## src/rtl/mrc_pkg.sv

```systemverilog
package mrc_pkg;
   typedef enum logic [1:0] {
      POL_WRITEBACK = 2'd0,
      POL_SWAP      = 2'd1,
      POL_DUPLICATE = 2'd2
   } wpol_e;

   typedef enum logic [2:0] {
      ST_IDLE,
      ST_LOOK,
      ST_SWAP,
      ST_DUP,
      ST_FILL
   } cstate_e;
endpackage

```

## src/rtl/mrc_age_lru.sv

```systemverilog
module mrc_age_lru #(
   parameter int N = 6
) (
   input  logic                 clk,
   input  logic                 rst_n,
   input  logic                 touch,
   input  logic [$clog2(N)-1:0] touch_idx,
   output logic [$clog2(N)-1:0] victim_idx
);
   localparam int IW = $clog2(N);
   localparam logic [IW-1:0] OLDEST = IW'(N - 1);

   generate
      if (N < 2) begin : g_bad_n
         $error("mrc_age_lru needs at least two ways");
      end
   endgenerate

   logic [IW-1:0] age [N];
   logic [N-1:0]  is_old;

   always_ff @(posedge clk) begin
      if (!rst_n) begin
         for (int i = 0; i < N; i++) age[i] <= IW'(i);
      end else if (touch) begin
         for (int i = 0; i < N; i++) begin
            if (IW'(i) == touch_idx)
               age[i] <= '0;
            else if (age[i] < age[touch_idx])
               age[i] <= age[i] + 1'b1;
         end
      end
   end

   always_comb begin
      victim_idx = '0;
      for (int i = 0; i < N; i++) begin
         is_old[i] = (age[i] == OLDEST);
         if (is_old[i]) victim_idx = IW'(i);
      end
   end

   // ages stay a permutation, so exactly one way is oldest
   a_r10_one_victim: assert property (@(posedge clk) disable iff (!rst_n)
      $countones(is_old) == 1);
endmodule

```

## src/rtl/mrc_tag_match.sv

```systemverilog
module mrc_tag_match #(
   parameter int N     = 6,
   parameter int TAG_W = 16
) (
   input  logic [N-1:0]            vld,
   input  logic [N-1:0][TAG_W-1:0] tags,
   input  logic [TAG_W-1:0]        key,
   output logic                    hit,
   output logic [$clog2(N)-1:0]    hit_idx
);
   localparam int IW = $clog2(N);
   logic [N-1:0] match;

   genvar g;
   generate
      for (g = 0; g < N; g++) begin : g_cmp
         assign match[g] = vld[g] && (tags[g] == key);
      end
   endgenerate

   // lowest matching way wins
   always_comb begin
      hit_idx = '0;
      for (int i = N - 1; i >= 0; i--)
         if (match[i]) hit_idx = IW'(i);
   end
   assign hit = |match;
endmodule

```

## src/rtl/mrc_set_ctrl.sv

```systemverilog
module mrc_set_ctrl
   import mrc_pkg::*;
#(
   parameter int TAG_W    = 16,
   parameter int DATA_W   = 32,
   parameter int ROB_WAYS = 2,
   parameter int NR_WAYS  = 6
) (
   input  logic              clk,
   input  logic              rst_n,
   input  logic [1:0]        wr_policy,
   input  logic              req_valid,
   input  logic              req_write,
   input  logic [TAG_W-1:0]  req_tag,
   input  logic [DATA_W-1:0] req_wdata,
   output logic              busy,
   output logic              resp_valid,
   output logic              resp_hit,
   output logic [DATA_W-1:0] resp_rdata,
   output logic              wb_valid,
   output logic [TAG_W-1:0]  wb_tag,
   output logic [DATA_W-1:0] wb_data,
   output logic              fill_req,
   output logic [TAG_W-1:0]  fill_tag,
   input  logic              fill_valid,
   input  logic [DATA_W-1:0] fill_data
);
   localparam int RIW = $clog2(ROB_WAYS);
   localparam int NIW = $clog2(NR_WAYS);
   localparam logic [NIW-1:0] PAIR_BIT = NIW'(1);

   generate
      if (ROB_WAYS < 2 || NR_WAYS < 2) begin : g_bad_ways
         $error("mrc_set_ctrl needs at least two ways per group");
      end
      if (NR_WAYS % 2 != 0) begin : g_bad_pairs
         $error("mrc_set_ctrl needs an even non-robust way count for pairing");
      end
      if (TAG_W < 1 || DATA_W < 1) begin : g_bad_width
         $error("mrc_set_ctrl widths must be positive");
      end
   endgenerate

   // way storage, one array per cell group
   logic [ROB_WAYS-1:0]             r_vld, r_dty;
   logic [ROB_WAYS-1:0][TAG_W-1:0]  r_tag;
   logic [ROB_WAYS-1:0][DATA_W-1:0] r_dat;
   logic [NR_WAYS-1:0]              n_vld, n_dty;
   logic [NR_WAYS-1:0][TAG_W-1:0]   n_tag;
   logic [NR_WAYS-1:0][DATA_W-1:0]  n_dat;

   cstate_e           state;
   wpol_e             pol;
   logic              q_write;
   logic [TAG_W-1:0]  q_tag;
   logic [DATA_W-1:0] q_data;
   logic [NIW-1:0]    h_q;
   logic [NIW-1:0]    nv_q;

   logic           r_hit, n_hit;
   logic [RIW-1:0] r_hidx, r_vic, r_tidx;
   logic [NIW-1:0] n_hidx, n_vic, n_tidx, n_vic_mate, h_mate;
   logic           r_touch, n_touch;

   assign pol        = wpol_e'(wr_policy);
   assign busy       = (state != ST_IDLE);
   assign n_vic_mate = n_vic ^ PAIR_BIT;
   assign h_mate     = h_q ^ PAIR_BIT;

   mrc_tag_match #(.N(ROB_WAYS), .TAG_W(TAG_W)) i_rob_match (
      .vld(r_vld), .tags(r_tag), .key(q_tag), .hit(r_hit), .hit_idx(r_hidx));

   mrc_tag_match #(.N(NR_WAYS), .TAG_W(TAG_W)) i_nr_match (
      .vld(n_vld), .tags(n_tag), .key(q_tag), .hit(n_hit), .hit_idx(n_hidx));

   mrc_age_lru #(.N(ROB_WAYS)) i_rob_lru (
      .clk(clk), .rst_n(rst_n), .touch(r_touch), .touch_idx(r_tidx),
      .victim_idx(r_vic));

   mrc_age_lru #(.N(NR_WAYS)) i_nr_lru (
      .clk(clk), .rst_n(rst_n), .touch(n_touch), .touch_idx(n_tidx),
      .victim_idx(n_vic));

   // recency updates: only the group that is touched moves
   always_comb begin
      r_touch = 1'b0;
      r_tidx  = r_hidx;
      n_touch = 1'b0;
      n_tidx  = n_hidx;
      unique case (state)
         ST_LOOK: begin
            if (r_hit) begin
               r_touch = 1'b1;
            end else if (n_hit) begin
               n_touch = 1'b1;
            end else if (q_write) begin
               r_touch = 1'b1;
               r_tidx  = r_vic;
            end
         end
         ST_SWAP: begin
            r_touch = 1'b1;
            r_tidx  = r_vic;
            n_touch = 1'b1;
            n_tidx  = h_q;
         end
         ST_FILL: begin
            n_touch = fill_valid;
            n_tidx  = nv_q;
         end
         default: ;
      endcase
   end

   always_ff @(posedge clk) begin
      if (!rst_n) begin
         state      <= ST_IDLE;
         r_vld      <= '0;
         r_dty      <= '0;
         r_tag      <= '0;
         r_dat      <= '0;
         n_vld      <= '0;
         n_dty      <= '0;
         n_tag      <= '0;
         n_dat      <= '0;
         q_write    <= 1'b0;
         q_tag      <= '0;
         q_data     <= '0;
         h_q        <= '0;
         nv_q       <= '0;
         resp_valid <= 1'b0;
         resp_hit   <= 1'b0;
         resp_rdata <= '0;
         wb_valid   <= 1'b0;
         wb_tag     <= '0;
         wb_data    <= '0;
         fill_req   <= 1'b0;
         fill_tag   <= '0;
      end else begin
         resp_valid <= 1'b0;
         wb_valid   <= 1'b0;
         fill_req   <= 1'b0;
         unique case (state)
            ST_IDLE: begin
               if (req_valid) begin
                  q_write <= req_write;
                  q_tag   <= req_tag;
                  q_data  <= req_wdata;
                  state   <= ST_LOOK;
               end
            end

            ST_LOOK: begin
               if (r_hit) begin
                  if (q_write) begin
                     r_dat[r_hidx] <= q_data;
                     r_dty[r_hidx] <= 1'b1;
                  end
                  resp_valid <= 1'b1;
                  resp_hit   <= 1'b1;
                  resp_rdata <= q_write ? q_data : r_dat[r_hidx];
                  state      <= ST_IDLE;
               end else if (n_hit) begin
                  h_q <= n_hidx;
                  if (!q_write) begin
                     resp_valid <= 1'b1;
                     resp_hit   <= 1'b1;
                     resp_rdata <= n_dat[n_hidx];
                     state      <= ST_IDLE;
                  end else begin
                     unique case (pol)
                        POL_SWAP: state <= ST_SWAP;
                        POL_DUPLICATE: begin
                           n_dat[n_hidx] <= q_data;
                           n_dty[n_hidx] <= 1'b1;
                           state         <= ST_DUP;
                        end
                        default: begin
                           n_dat[n_hidx] <= q_data;
                           n_dty[n_hidx] <= 1'b0;
                           wb_valid      <= 1'b1;
                           wb_tag        <= q_tag;
                           wb_data       <= q_data;
                           resp_valid    <= 1'b1;
                           resp_hit      <= 1'b1;
                           resp_rdata    <= q_data;
                           state         <= ST_IDLE;
                        end
                     endcase
                  end
               end else if (q_write) begin
                  if (r_vld[r_vic] && r_dty[r_vic]) begin
                     wb_valid <= 1'b1;
                     wb_tag   <= r_tag[r_vic];
                     wb_data  <= r_dat[r_vic];
                  end
                  r_vld[r_vic] <= 1'b1;
                  r_dty[r_vic] <= 1'b1;
                  r_tag[r_vic] <= q_tag;
                  r_dat[r_vic] <= q_data;
                  resp_valid   <= 1'b1;
                  resp_hit     <= 1'b0;
                  resp_rdata   <= q_data;
                  state        <= ST_IDLE;
               end else begin
                  if (n_vld[n_vic] && n_dty[n_vic]) begin
                     wb_valid <= 1'b1;
                     wb_tag   <= n_tag[n_vic];
                     wb_data  <= n_dat[n_vic];
                     if (n_vld[n_vic_mate] && n_tag[n_vic_mate] == n_tag[n_vic])
                        n_dty[n_vic_mate] <= 1'b0;
                  end
                  n_vld[n_vic] <= 1'b0;
                  n_dty[n_vic] <= 1'b0;
                  nv_q         <= n_vic;
                  fill_req     <= 1'b1;
                  fill_tag     <= q_tag;
                  state        <= ST_FILL;
               end
            end

            ST_SWAP: begin
               if (r_vld[r_vic] && r_dty[r_vic]) begin
                  wb_valid <= 1'b1;
                  wb_tag   <= r_tag[r_vic];
                  wb_data  <= r_dat[r_vic];
               end
               n_vld[h_q]   <= r_vld[r_vic];
               n_dty[h_q]   <= 1'b0;
               n_tag[h_q]   <= r_tag[r_vic];
               n_dat[h_q]   <= r_dat[r_vic];
               r_vld[r_vic] <= 1'b1;
               r_dty[r_vic] <= 1'b1;
               r_tag[r_vic] <= q_tag;
               r_dat[r_vic] <= q_data;
               resp_valid   <= 1'b1;
               resp_hit     <= 1'b1;
               resp_rdata   <= q_data;
               state        <= ST_IDLE;
            end

            ST_DUP: begin
               n_vld[h_mate] <= 1'b1;
               n_dty[h_mate] <= 1'b1;
               n_tag[h_mate] <= q_tag;
               n_dat[h_mate] <= q_data;
               resp_valid    <= 1'b1;
               resp_hit      <= 1'b1;
               resp_rdata    <= q_data;
               state         <= ST_IDLE;
            end

            ST_FILL: begin
               if (fill_valid) begin
                  n_vld[nv_q] <= 1'b1;
                  n_dty[nv_q] <= 1'b0;
                  n_tag[nv_q] <= q_tag;
                  n_dat[nv_q] <= fill_data;
                  resp_valid  <= 1'b1;
                  resp_hit    <= 1'b0;
                  resp_rdata  <= fill_data;
                  state       <= ST_IDLE;
               end
            end

            default: state <= ST_IDLE;
         endcase
      end
   end

   // a response always coincides with the controller going free
   a_r11_resp_frees: assert property (@(posedge clk) disable iff (!rst_n)
      resp_valid |-> !busy);

   // fills are only requested for reads
   a_r3_no_fill_on_write: assert property (@(posedge clk) disable iff (!rst_n)
      fill_req |-> !q_write);

   // a fill request is a single-cycle pulse
   a_r2_fill_single: assert property (@(posedge clk) disable iff (!rst_n)
      fill_req |=> !fill_req);

   // outside duplicate policy no non-robust way ever holds dirty data
   a_r7_nr_clean: assert property (@(posedge clk) disable iff (!rst_n)
      (pol != POL_DUPLICATE) |-> (n_dty == '0));

   // a dirty non-robust line only exists while its pair holds the same tag
   a_r9_dirty_has_copy: assert property (@(posedge clk) disable iff (!rst_n)
      (state == ST_IDLE && n_dty[0]) |-> (n_vld[1] && n_tag[1] == n_tag[0]));
endmodule

```

## config.mk

```make
export PLATFORM = sky130hd
export DESIGN_NAME = mrc_set_ctrl
export DESIGN_NICKNAME = d
export VERILOG_FILES = /design/src/rtl/mrc_pkg.sv /design/src/rtl/mrc_age_lru.sv /design/src/rtl/mrc_tag_match.sv /design/src/rtl/mrc_set_ctrl.sv
export SDC_FILE = /design/constraint.sdc
export NUM_CORES = 2
export LEC_CHECK = 0
export BUFFER_PORTS_ARGS = -buffer_cell sky130_fd_sc_hd__clkbuf_2
export CORE_MARGIN = 3
export CORE_UTILIZATION = 35
export CTS_CLUSTER_DIAMETER = 30
export DETAILED_ROUTE_END_ITERATION = 8
export PLACE_DENSITY_LB_ADDON = 0.25
export SYNTH_ARGS = -nofsm -noshare
export SYNTH_HDL_FRONTEND = slang
export SYNTH_SLANG_ARGS = --single-unit
export TNS_END_PERCENT = 10
```

## constraint.sdc

```tcl
create_clock -name clk -period 6.15 [get_ports clk]
set_clock_uncertainty 0.1 [all_clocks]
set_input_delay 0.9225 -clock clk [delete_from_list [all_inputs] [get_ports clk]]
set_output_delay 0.9225 -clock clk [all_outputs]
set_load 0.01 [all_outputs]
```

==> results.tsv <==
stage	metric	value	unit
power	pwr-share-comb	10.8	%
detailed_routing	drc	5	
grt	first_global_vias	44100	
detailed_routing	routed-via-count	48200	
power	finalPower	15.6	mW
power	p_int	11.3	mW
detailed_routing	drt_iter0_markers	7761	
outcome	violations	design-rule violations, max-capacitance violations, max-slew violations	
floorplanning	die_y	351	µm
cts	cts_tree	yes	
worst_setup_path	crit_type	reg -> reg	
cts	worst_skew_pair.late_latency	0.82	ns
placed_design	place_congestion	1.07	
detailed_routing	ant_nets	0	
cts	cts_buffers	174	
power	ir_drop	0.000317	V
hold_path	hold_class	in -> reg	
cts	postCtsSetupBuffers	0	
cts	htreeDepth	4	
sta	rsz0062_at_grt	no	
sta	setup_viol	0	
logic_synthesis	synth_cell_types	85	
cells_and_area	drive_gt1_share	15.0	%
sta	max_slew_margin	-2.19	%
logic_synthesis	netlist_area	0.0416	mm²
detailed_routing	wl_per_cell	31.3	µm
logic_synthesis	synth.net_count	5614	
detailed_routing	highest_layer	met5	
sta	final_max_slew_viol_count	17	
cells_and_area	finalInstanceArea	0.0502	mm²
logic_synthesis	synth_top_area_share	26.8	%
sta	tightest_slew	1.53	ns
logic_synthesis	synthTopCellsByArea	dfxtp_1, mux2i_1, nand2_1, nor2_1, a21oi_1	
cells_and_area	nNetsFinal	5510	
sta	fin_setup_tns	0	ns
sta	finalHoldViolations	0	
floorplanning	start_util	35.5	%
flow_run	cap_violations	1	
floorplanning	die_w	351	µm
sta	whs	0.240	ns
worst_setup_path	worstPathMaxFanout	20	
power	power.net_switching	4.37	mW
floorplanning	fp.coreArea	0.117	mm²
power	power_frac_seq	26.6	%
detailed_routing	drt_wl_total	222	mm
logic_synthesis	avgSynthCellArea	7.56	µm²
floorplanning	die-area	0.123	mm²
power	p_sw_share	28.0	%
placed_design	portBuffers	187	
worst_setup_path	critical_path.endpoint_type	register	
cells_and_area	area.growth.synth_to_final	20.6	%
grt	grtUsageTotal	34.4	%
grt	grt_pass1_wl	316	mm
logic_synthesis	yosysTopAreaCell	dfxtp_1	
logic_synthesis	ys.flop_type	dfxtp_1	
grt	overflow	0	
cts	clk_path_buf_depth	3	
grt	grt_max_degree	162	
logic_synthesis	syn-instance-count	5507	
grt	antenna_found_initial	10	
sta	fin_crit	5.46	ns
detailed_routing	drt-met1-wl	85.3	mm
sta	fmax	0.183	GHz
logic_synthesis	async_flop_share	0	%
detailed_routing	wl_met2	90.1	mm
detailed_routing	vias_per_cell	6.80	
outcome	status	finished, violations left	
logic_synthesis	seq_area_frac_synth	28.3	%
cts	holdBufCountCts	0	
detailed_routing	wl_met3	29.4	mm
placed_design	dp_hpwl	136	mm
floorplanning	ios	188	
placed_design	place_ws	0.944	ns
worst_setup_path	critPathLaunchType	register	
placed_design	dpl_cell_area	0.0438	mm²
cts	cts.reportedPaths.clkPinSlew	0.05	ns
sta	post-route-period-util	88.8	%
power	powerDensity	311	mW/mm²
cts	root_buffer	clkbuf_16	
worst_setup_path	worstPathRequired	6.71	ns
worst_setup_path	critical_path_arrival	6.01	ns
cts	postCtsResizedCells	0	
floorplanning	rows	125	
logic_synthesis	ys_ff_latch	578	
power	cellLeakagePower	17.6	nW
logic_synthesis	yosysWarnings	0	
cts	clock_sinks	578	
sta	fin_ws	0.692	ns
power	pwr-share-clk	62.6	%
logic_synthesis	synth-edff-count	20	
detailed_routing	first_pass_iters	9	
## logic make-up after synthesis
family | synth area share [%]
AND/OR/NAND/NOR | 17.6
XOR/XNOR | 3.24
flip-flops | 28.3
adder cells (fa/ha/maj) | 0.601
AO/OA/AOI/OAI | 31.1
buffers and inverters | 6.35
multiplexers | 12.9
## metrics by stage
step	util [%]	instances
final	42.9	7079
after global routing	42.8	7074
after floorplan	-	5507
after global placement	37.4	6751
after detailed placement	37.4	6751
after CTS	42.8	7073
## cells in the mapped netlist (13+ instances only)
cell type  instances
ha_1              20
a211oi_1         158
mux2i_1          412
dfxtp_1          558
inv_1             62
and3_1            13
xor2_1            46
clkbuf_1         496
a21oi_1          391
o21ai_0          212
and2_1            25
mux2_2            45
mux4_2            33
o22ai_1           81
nor2_1           647
nand2_1          695
buf_1             73
edfxtp_1          20
nor3_1            33
buf_2             50
o211ai_1         130
or3_1             29
a222oi_1          75
nor4_1            22
nand4_1           39
xnor2_1          108
a22oi_1          100
a22o_1           129
a31oi_1          199
o21ai_1           13
o221ai_1         131
a221oi_1         100
o22a_1            35
nand3_1          149
## power groups by stage
| stage | logic, mW | clock network [mW] | registers [mW] |
|---|---|---|---|
| finish | 1.69 | 9.79 | 4.15 |
| global route | 1.75 | 10.1 | 4.16 |
| CTS | 1.62 | 9.83 | 4.14 |
| detailed placement | 1.61 | 0 | 4.20 |
| global placement | 1.61 | 0 | 4.20 |
| floorplan | 1.04 | 0 | 4.06 |
## layout by cell type (no fill, tap or decap), types with 131 or more instances in the layout
cell type / synthesis / layout
nand2_1: 695 / 685
mux2i_1: 412 / 412
dfxtp_1: 558 / 557
buf_4: 2 / 144
a31oi_1: 199 / 199
clkbuf_2: 0 / 186
o21ai_0: 212 / 211
o221ai_1: 131 / 131
nor2_1: 647 / 619
nand3_1: 149 / 149
clkbuf_16: 0 / 175
a21oi_1: 391 / 389
a211oi_1: 158 / 158
## cell type report
cell class                 instances  area, µm²
antenna                            6       15.0
clock buffer                     215       4760
clock inverter                   107       1630
fill                           11500      66900
inverter                          62        240
multi-input combinational       4245      27600
sequential                       578      11800
tap                             1524       1910
timing repair buffer             342       2240
## critical path: stages, from the launching register on
cell and delay, ns:
dfxtp_1 1.12, buf_4 0.31, xnor2_1 0.13, nand4_1 0.31, or4_1 0.90, buf_4 0.36, nor2b_1 0.21, a21oi_1 0.23
o21ai_0 0.28, nor2b_4 0.71, buf_12 0.30, mux2i_1 0.22, nor2_1 0.07
## final timing paths
check | startpoint | endpoint | slack (ns) | cells after the start
worst max-delay path | q_tag[14] | r_dat[58] | 0.69 | 12
worst max register to register | q_tag[14] | r_dat[58] | 0.69 | 12
worst min-delay path | req_wdata[7] | q_data[7] | 0.24 | 3
worst min register to register | fill_tag[7] | fill_tag[7] | 0.35 | 2
## per-layer routing
layer  up-vias  GRT usage, %
met5         -             0
met4         6          23.3
met3       968          11.7
met2      3719          49.1
met1     23000          43.7
li1      20500             -
## sequential cells by signal, summed over array words and instances (netlist names), 2 cells and up, named ones only
signal,count
r_dty,2
state,3
fill_tag,16
n_dat,192
h_q,3
n_tag,96
q_data,32
wb_tag,16
r_tag,32
wb_data,32
n_vld,6
nv_q,3
r_dat,64
resp_rdata,32
i_nr_lru.age,18
r_vld,2
i_rob_lru.age,2
q_tag,16
No activity file was read; power rests on OpenSTA's default activity.
